## src/rtl/ccg_pkg.sv

```systemverilog
package ccg_pkg;
  // control word bit positions
  localparam int CTL_STOP  = 0;
  localparam int CTL_START = 1;
  localparam int CTL_SRST  = 2;
  localparam int CTL_W     = 3;

  typedef struct packed {
    logic soft_rst;
    logic start;   // start without stop in the same write
    logic stop;
  } ccg_cmd_t;
endpackage

```

## src/rtl/ccg_regs.sv

```systemverilog
module ccg_regs
  import ccg_pkg::*;
#(
  parameter int PRE_W = 12,
  parameter int DIV_W = 4,
  parameter logic [PRE_W+DIV_W-1:0] DEF_RATE = '1
) (
  input  logic                    clk,
  input  logic                    rst_n,
  input  logic                    rate_we,
  input  logic [PRE_W+DIV_W-1:0]  rate_wdata,
  input  logic                    ctl_we,
  input  logic [CTL_W-1:0]        ctl_wdata,
  output ccg_cmd_t                cmd,
  output logic [PRE_W-1:0]        nxt_pre,
  output logic [DIV_W-1:0]        nxt_div
);
  localparam logic [DIV_W-1:0] DIV_MIN = DIV_W'(1);

  function automatic logic [PRE_W-1:0] keep_msb(input logic [PRE_W-1:0] v);
    logic [PRE_W-1:0] r;
    r = '0;
    for (int i = 0; i < PRE_W; i++) begin
      if (v[i]) begin
        r    = '0;
        r[i] = 1'b1;
      end
    end
    return r;
  endfunction

  function automatic logic [DIV_W-1:0] fix_div(input logic [DIV_W-1:0] v);
    return (v == '0) ? DIV_MIN : v;
  endfunction

  localparam logic [PRE_W-1:0] DEF_PRE = keep_msb(DEF_RATE[PRE_W+DIV_W-1:DIV_W]);
  localparam logic [DIV_W-1:0] DEF_DIV = fix_div(DEF_RATE[DIV_W-1:0]);

  logic [PRE_W-1:0] pre_q;
  logic [DIV_W-1:0] div_q;

  always_comb begin
    cmd.soft_rst = ctl_we & ctl_wdata[CTL_SRST];
    cmd.stop     = ctl_we & ctl_wdata[CTL_STOP];
    cmd.start    = ctl_we & ctl_wdata[CTL_START] & ~ctl_wdata[CTL_STOP];
  end

  always_comb begin
    nxt_pre = pre_q;
    nxt_div = div_q;
    if (cmd.soft_rst) begin
      nxt_pre = DEF_PRE;
      nxt_div = DEF_DIV;
    end else if (rate_we) begin
      nxt_pre = keep_msb(rate_wdata[PRE_W+DIV_W-1:DIV_W]);
      nxt_div = fix_div(rate_wdata[DIV_W-1:0]);
    end
  end

  always_ff @(posedge clk or negedge rst_n) begin
    if (!rst_n) begin
      pre_q <= DEF_PRE;
      div_q <= DEF_DIV;
    end else begin
      pre_q <= nxt_pre;
      div_q <= nxt_div;
    end
  end

  assert_pre_pow2_R3: assert property (@(posedge clk) disable iff (!rst_n)
    $onehot0(pre_q));
  assert_div_nonzero_R2: assert property (@(posedge clk) disable iff (!rst_n)
    div_q != '0);
  assert_srst_default_R7: assert property (@(posedge clk) disable iff (!rst_n)
    cmd.soft_rst |=> (pre_q == DEF_PRE && div_q == DEF_DIV));
endmodule

```

## src/rtl/ccg_prescale.sv

```systemverilog
module ccg_prescale #(
  parameter int PRE_W = 12
) (
  input  logic             clk,
  input  logic             rst_n,
  input  logic             clr,
  input  logic [PRE_W-1:0] pre,
  output logic             tick
);
  localparam logic [PRE_W-1:0] P_ONE = PRE_W'(1);

  logic [PRE_W-1:0] pc_q;
  logic [PRE_W-1:0] lim;

  // terminal count is 2*pre-1; for pre = 2^(PRE_W-1) it wraps to all ones
  assign lim  = (pre == '0) ? '0 : ({pre[PRE_W-2:0], 1'b0} - P_ONE);
  assign tick = ~clr & (pc_q == lim);

  always_ff @(posedge clk or negedge rst_n) begin
    if (!rst_n)         pc_q <= '0;
    else if (clr||tick) pc_q <= '0;
    else                pc_q <= pc_q + P_ONE;
  end

  assert_pc_range_R1: assert property (@(posedge clk) disable iff (!rst_n)
    !clr |-> (pc_q <= lim));
endmodule

```

## src/rtl/ccg_divide.sv

```systemverilog
module ccg_divide
  import ccg_pkg::*;
#(
  parameter int PRE_W = 12,
  parameter int DIV_W = 4
) (
  input  logic             clk,
  input  logic             rst_n,
  input  ccg_cmd_t         cmd,
  input  logic             tick,
  input  logic [PRE_W-1:0] nxt_pre,
  input  logic [DIV_W-1:0] nxt_div,
  output logic [PRE_W-1:0] act_pre,
  output logic             card_clk,
  output logic             card_ce,
  output logic             running
);
  localparam logic [DIV_W-1:0] DC_ONE = DIV_W'(1);
  localparam logic [DIV_W:0]   H_ONE  = (DIV_W+1)'(1);

  logic             run_q, run_n, spend_q, spend_n;
  logic [PRE_W-1:0] apre_q, apre_n;
  logic [DIV_W-1:0] adiv_q, adiv_n, dc_q, dc_n;
  logic             cclk_q, cclk_n, ce_q, ce_n;
  logic [DIV_W:0]   half_n;

  always_comb begin
    run_n   = run_q;
    spend_n = spend_q;
    apre_n  = apre_q;
    adiv_n  = adiv_q;
    dc_n    = dc_q;
    ce_n    = 1'b0;
    if (cmd.soft_rst) begin
      spend_n = 1'b0;
      dc_n    = '0;
      run_n   = cmd.start;
      apre_n  = nxt_pre;
      adiv_n  = nxt_div;
      ce_n    = cmd.start;
    end else if (!run_q) begin
      if (cmd.start) begin
        run_n  = 1'b1;
        dc_n   = '0;
        apre_n = nxt_pre;
        adiv_n = nxt_div;
        ce_n   = 1'b1;
      end
    end else begin
      if (cmd.stop)       spend_n = 1'b1;
      else if (cmd.start) spend_n = 1'b0;
      if (tick) begin
        if (dc_q == adiv_q) begin
          dc_n = '0;
          if (spend_n) begin
            run_n   = 1'b0;
            spend_n = 1'b0;
          end else begin
            apre_n = nxt_pre;
            adiv_n = nxt_div;
            ce_n   = 1'b1;
          end
        end else begin
          dc_n = dc_q + DC_ONE;
        end
      end
    end
    half_n = ({1'b0, adiv_n} + H_ONE) >> 1;
    cclk_n = run_n & ({1'b0, dc_n} < half_n);
  end

  always_ff @(posedge clk or negedge rst_n) begin
    if (!rst_n) begin
      run_q   <= 1'b0;
      spend_q <= 1'b0;
      apre_q  <= '0;
      adiv_q  <= DC_ONE;
      dc_q    <= '0;
      cclk_q  <= 1'b0;
      ce_q    <= 1'b0;
    end else begin
      run_q   <= run_n;
      spend_q <= spend_n;
      apre_q  <= apre_n;
      adiv_q  <= adiv_n;
      dc_q    <= dc_n;
      cclk_q  <= cclk_n;
      ce_q    <= ce_n;
    end
  end

  assign act_pre  = apre_q;
  assign card_clk = cclk_q;
  assign card_ce  = ce_q;
  assign running  = run_q;

  assert_div_range_R1: assert property (@(posedge clk) disable iff (!rst_n)
    dc_q <= adiv_q);
  assert_start_now_R4: assert property (@(posedge clk) disable iff (!rst_n)
    (!run_q && cmd.start) |=> (run_q && cclk_q && ce_q));
  assert_stop_low_R5: assert property (@(posedge clk) disable iff (!rst_n)
    (!run_q && $past(run_q) && !$past(cmd.soft_rst)) |-> !$past(cclk_q));
  assert_rate_hold_R6: assert property (@(posedge clk) disable iff (!rst_n)
    (run_q && !tick && !cmd.soft_rst) |=> ($stable(adiv_q) && $stable(apre_q)));
  assert_ce_high_R8: assert property (@(posedge clk) disable iff (!rst_n)
    ce_q |-> (cclk_q && run_q));
endmodule

```

## src/rtl/card_clk_gen.sv

```systemverilog
module card_clk_gen
  import ccg_pkg::*;
#(
  parameter int PRE_W = 12,
  parameter int DIV_W = 4,
  parameter logic [PRE_W+DIV_W-1:0] DEF_RATE = 16'h800F
) (
  input  logic                   clk,
  input  logic                   rst_n,
  input  logic                   rate_we,
  input  logic [PRE_W+DIV_W-1:0] rate_wdata,
  input  logic                   ctl_we,
  input  logic [CTL_W-1:0]       ctl_wdata,
  output logic                   card_clk,
  output logic                   card_ce,
  output logic                   clk_running
);
  ccg_cmd_t         cmd;
  logic [PRE_W-1:0] nxt_pre, act_pre;
  logic [DIV_W-1:0] nxt_div;
  logic             tick, pc_clr;

  ccg_regs #(.PRE_W(PRE_W), .DIV_W(DIV_W), .DEF_RATE(DEF_RATE)) u_regs (
    .clk(clk), .rst_n(rst_n), .rate_we(rate_we), .rate_wdata(rate_wdata),
    .ctl_we(ctl_we), .ctl_wdata(ctl_wdata), .cmd(cmd),
    .nxt_pre(nxt_pre), .nxt_div(nxt_div)
  );

  assign pc_clr = cmd.soft_rst | ~clk_running;

  ccg_prescale #(.PRE_W(PRE_W)) u_pre (
    .clk(clk), .rst_n(rst_n), .clr(pc_clr), .pre(act_pre), .tick(tick)
  );

  ccg_divide #(.PRE_W(PRE_W), .DIV_W(DIV_W)) u_div (
    .clk(clk), .rst_n(rst_n), .cmd(cmd), .tick(tick),
    .nxt_pre(nxt_pre), .nxt_div(nxt_div), .act_pre(act_pre),
    .card_clk(card_clk), .card_ce(card_ce), .running(clk_running)
  );

  assert_reset_idle_R9: assert property (@(posedge clk) disable iff (!rst_n)
    $rose(rst_n) |-> (!card_clk && !clk_running));
endmodule

```

## config.mk

```make
export PLATFORM = sky130hd
export DESIGN_NAME = card_clk_gen
export DESIGN_NICKNAME = d
export VERILOG_FILES = /design/src/rtl/ccg_pkg.sv /design/src/rtl/ccg_regs.sv /design/src/rtl/ccg_prescale.sv /design/src/rtl/ccg_divide.sv /design/src/rtl/card_clk_gen.sv
export SDC_FILE = /design/constraint.sdc
export NUM_CORES = 1
export LEC_CHECK = 0
export ABC_AREA = 1
export BUFFER_PORTS_ARGS = -buffer_cell sky130_fd_sc_hd__buf_2
export CORE_UTILIZATION = 35
export CTS_CLUSTER_SIZE = 16
export DETAILED_ROUTE_END_ITERATION = 12
export PLACE_DENSITY = 0.53
export SYNTH_ARGS = -nofsm -noshare
export SYNTH_HDL_FRONTEND = slang
export SYNTH_HIERARCHICAL = 1
export SYNTH_SLANG_ARGS = --single-unit
```

## constraint.sdc

```tcl
create_clock -name clk -period 4 [get_ports clk]
set_clock_uncertainty 0.05 [all_clocks]
set_input_delay 1.2 -clock clk [delete_from_list [all_inputs] [get_ports clk]]
set_output_delay 1.2 -clock clk [all_outputs]
set_load 0.02 [all_outputs]
```

==> reports/qor.csv <==
stage,metric,value,unit
floorplan,Die Ht,98.6,um
detailed_routing,DR WL/cell,11.7,um
global_routing,GRT Total Usage,15.6,%
timing,Final Hold Violating Endpoints,0,
synthesis,Netlist cell types,36,
synthesis,top-count cell post-synth,nand2_1,
floorplan,core area,8890,um^2
synthesis,"FFs w/ async S/R, synth",100,%
cts,Clock Sinks,52,
setup_path,CP max FO,17,
synthesis,synth top area cells,"dfrtp_1, nand2_1, inv_1",
synthesis,multiplexer area fraction after synthesis,0,%
detailed_routing,Routed WL,6.85,mm
timing,RSZ-0062 raised after global routing,false,
global_routing,largest net degree at the start of global routing,28,
synthesis,main combinational cell family by area after synthesis,simple AND/OR/NAND/NOR gates,
cts,CTS root buf,clkbuf_8,
floorplan,die area,9710,um^2
place,GP Congestion,0.888,
synthesis,Synth top cells by count,"nand2_1, inv_1, dfrtp_1, nor2_1, nand3_1",
synthesis,Synth Instances,443,
timing,Slew headroom,56.7,%
global_routing,first-pass GRT wire length,12.2,mm
detailed_routing,drc violations,0,
setup_path,WP data required,4.18,ns
global_routing,number of global-route vias before repair,2727,
timing,final setup fails,0,
floorplan,Initial Util,36.7,%
detailed_routing,Detailed Route Iter0 Violations,71,
global_routing,grt total ovfl,0,
synthesis,Syn Area/Cell,7.37,um^2
timing,Fin Hold WS,0.448,ns
status,status,completed,
cts,Worst-Skew Late Latency,0.31,ns
cts,Clock transition at path regs,0.10,ns
cts,TritonCTS clock tree,built,
floorplan,# IOs,26,
synthesis,sequential share of the synthesized area,40.1,%
synthesis,xor and xnor area share after synthesis,4.03,%
synthesis,adder and majority cell fraction of the synthesized area,2.68,%
synthesis,share of Yosys cell area claimed by the top area cell type,35.3,%
synthesis,#FFs+latches synth,52,
timing,final slew viol count,0,
power_and_ir_drop,Lkg Pwr,1.84,nW
power_and_ir_drop,total power draw,1.62,mW
timing,Final min period,3.61,ns
power_and_ir_drop,VDD IR max,0.263,mV
setup_path,nature of the critical path startpoint,flip-flop,
setup_path,CP Capture Type,flip-flop,
synthesis,Synth Area in Simple Gates,37.7,%
job,Max-cap violations,0,
cts,CTS Hold Buffers Added,0,
setup_path,critical path class,reg2reg,
cts,Bufs on Longest Clock Path,2,
place,Detailed Place HPWL,5.43,mm
final_layout,n_diodes,0,
final_layout,share of cells above drive strength 1,19.2,%
detailed_routing,drt pass-1 iters,4,
synthesis,total nets after synthesis,473,
timing,setup TNS,0,ns
synthesis,Yosys warnings,6,
synthesis,"Top FF cell, synth",dfrtp_1,
global_routing,initial antenna violation count,0,
floorplan,Die Wd,98.6,um
floorplan,standard-cell rows,34,
setup_path,critical path data arrival time,3.79,ns
detailed_routing,Vias/cell,4.73,
detailed_routing,Final ANT Viol Nets,0,
cts,H-tree level count,2,
power_and_ir_drop,Power Density,451,nW/um^2
final_layout,Layout area overhead,10.4,%
synthesis,netlist area before placement,3260,um^2
timing,f_max,277,MHz
timing,final worst-path cycle share,90.3,%
min_path,HP Class,reg2reg,
detailed_routing,vias post-DR,2756,
synthesis,Synth Area in Compound Gates,6.37,%
cts,CTS buffer count,5,
synthesis,top cell type by total area after synthesis,dfrtp_1,
timing,worst slew pin tran,0.649,ns
place,Port Buf Inserts,25,
final_layout,NumNets Final,504,
synthesis,Post-synth EDFFs,0,
==> final timing paths <==
check | startpoint | to | cells past startpoint | slack, ns
setup / recovery | u_div/act_pre[0] | u_div/card_clk | 23 | 0.39
max in group asynchronous | rst_n | u_regs/pre_q[11] | 2 | 2.32
hold / removal | u_div/act_pre[11] | u_div/act_pre[11] | 2 | 0.45
hold reg to reg | u_div/act_pre[11] | u_div/act_pre[11] | 2 | 0.45
setup reg to reg | u_div/act_pre[0] | u_div/card_clk | 23 | 0.39
min in group asynchronous | rst_n | u_regs/pre_q[10] | 1 | 0.85
==> worst max-delay path: stages, from the launching register on <==
cell and delay [ns]:
dfrtp_1 0.41, inv_1 0.12, ha_1 0.27, nand2_2 0.11
nor2_4 0.17, nand2_4 0.14, nand2_1 0.10, xor2_1 0.15
nand3_1 0.10, nor2_2 0.12, nand2_2 0.10, nor2_4 0.15
nand2_1 0.08, nor2_1 0.15, nand3_2 0.13, nor2_1 0.12
nand3_1 0.09, nand3_2 0.10, ha_1 0.19, nand3_1 0.09
ha_1 0.29, a21oi_1 0.13, nand2_1 0.06, a21oi_1 0.10
==> sequential cells by signal, summed over array words and instances (netlist names) <==
signal,count
u_div/adiv_q,4
u_div/act_pre,12
u_div/spend_q,1
u_div/dc_q,4
u_regs/div_q,4
u_div/card_ce,1
u_regs/pre_q,12
u_div/running,1
u_pre/pc_q,12
u_div/card_clk,1
==> power by group <==
| group | internal (mW) | switching (mW) | total [mW] |
|---|---|---|---|
| sequential | 0.599 | 0.0566 | 0.655 |
| clock | 0.126 | 0.179 | 0.305 |
| combinational | 0.244 | 0.420 | 0.664 |
| total | 0.969 | 0.655 | 1.62 |
==> what timing repair did <==
action	in CTS	in global routing
buffers inserted	0	0
resized for setup	0	2
endpoints found under the setup margin	0	1
==> per-stage QoR <==
stage | utilization (%) | worst slack (ns) | std cells | instance area (um^2)
after floorplan | - | 0.499 | 443 | 3260
after global placement | 39.4 | 0.321 | 575 | 3510
after detailed placement | 39.4 | 0.241 | 575 | 3510
after CTS | 40.4 | 0.221 | 583 | 3600
after global routing | 40.5 | 0.0579 | 583 | 3600
final | 40.5 | 0.388 | 583 | 3600
==> cells in the final DEF (no fill, tap or decap), types with 2 or more instances in the layout <==
cell / n
o22ai_1: 2
nand3b_1: 2
nand4_1: 11
nor2_4: 4
nand3_1: 30
inv_1: 57
dfrtp_1: 46
clkbuf_8: 5
nand2_4: 3
xnor2_1: 3
a21oi_2: 7
buf_2: 25
xor2_1: 12
nor3_1: 6
inv_2: 7
o21ai_1: 2
a21oi_1: 7
o21ai_0: 9
nor2_2: 13
nor2_1: 38
o21ai_2: 2
dfstp_2: 6
nand3_2: 3
nand2_2: 6
ha_1: 7
buf_4: 5
nand2_1: 146
==> area by class of cell <==
cell class / count / area, um^2
fill: 919 / 5290
inverter: 65 / 244
timing repair buffer: 30 / 163
sequential: 52 / 1310
tap: 108 / 135
clock buffer: 6 / 72.6
clock inverter: 2 / 16.3
multi-input combinational: 320 / 1660
==> kinds of logic after synthesis <==
family / Yosys count
AOI/OAI and AO/OA: 32
xor gates and xnor gates: 15
adders and majority gates: 7
buffers and inverters: 71
DFF: 52
and+or+nand+nor: 266
==> layer usage <==
layer / vias to the layer above / GRT usage, % / wire length [um]
met4: 0 / 3.79 / 76
met5: - / 0 / 0
li1: 1443 / - / -
met2: 17 / 27.8 / 3390
met1: 1290 / 19.2 / 3250
met3: 6 / 3.48 / 128
Power figures use the tool's default switching activity.
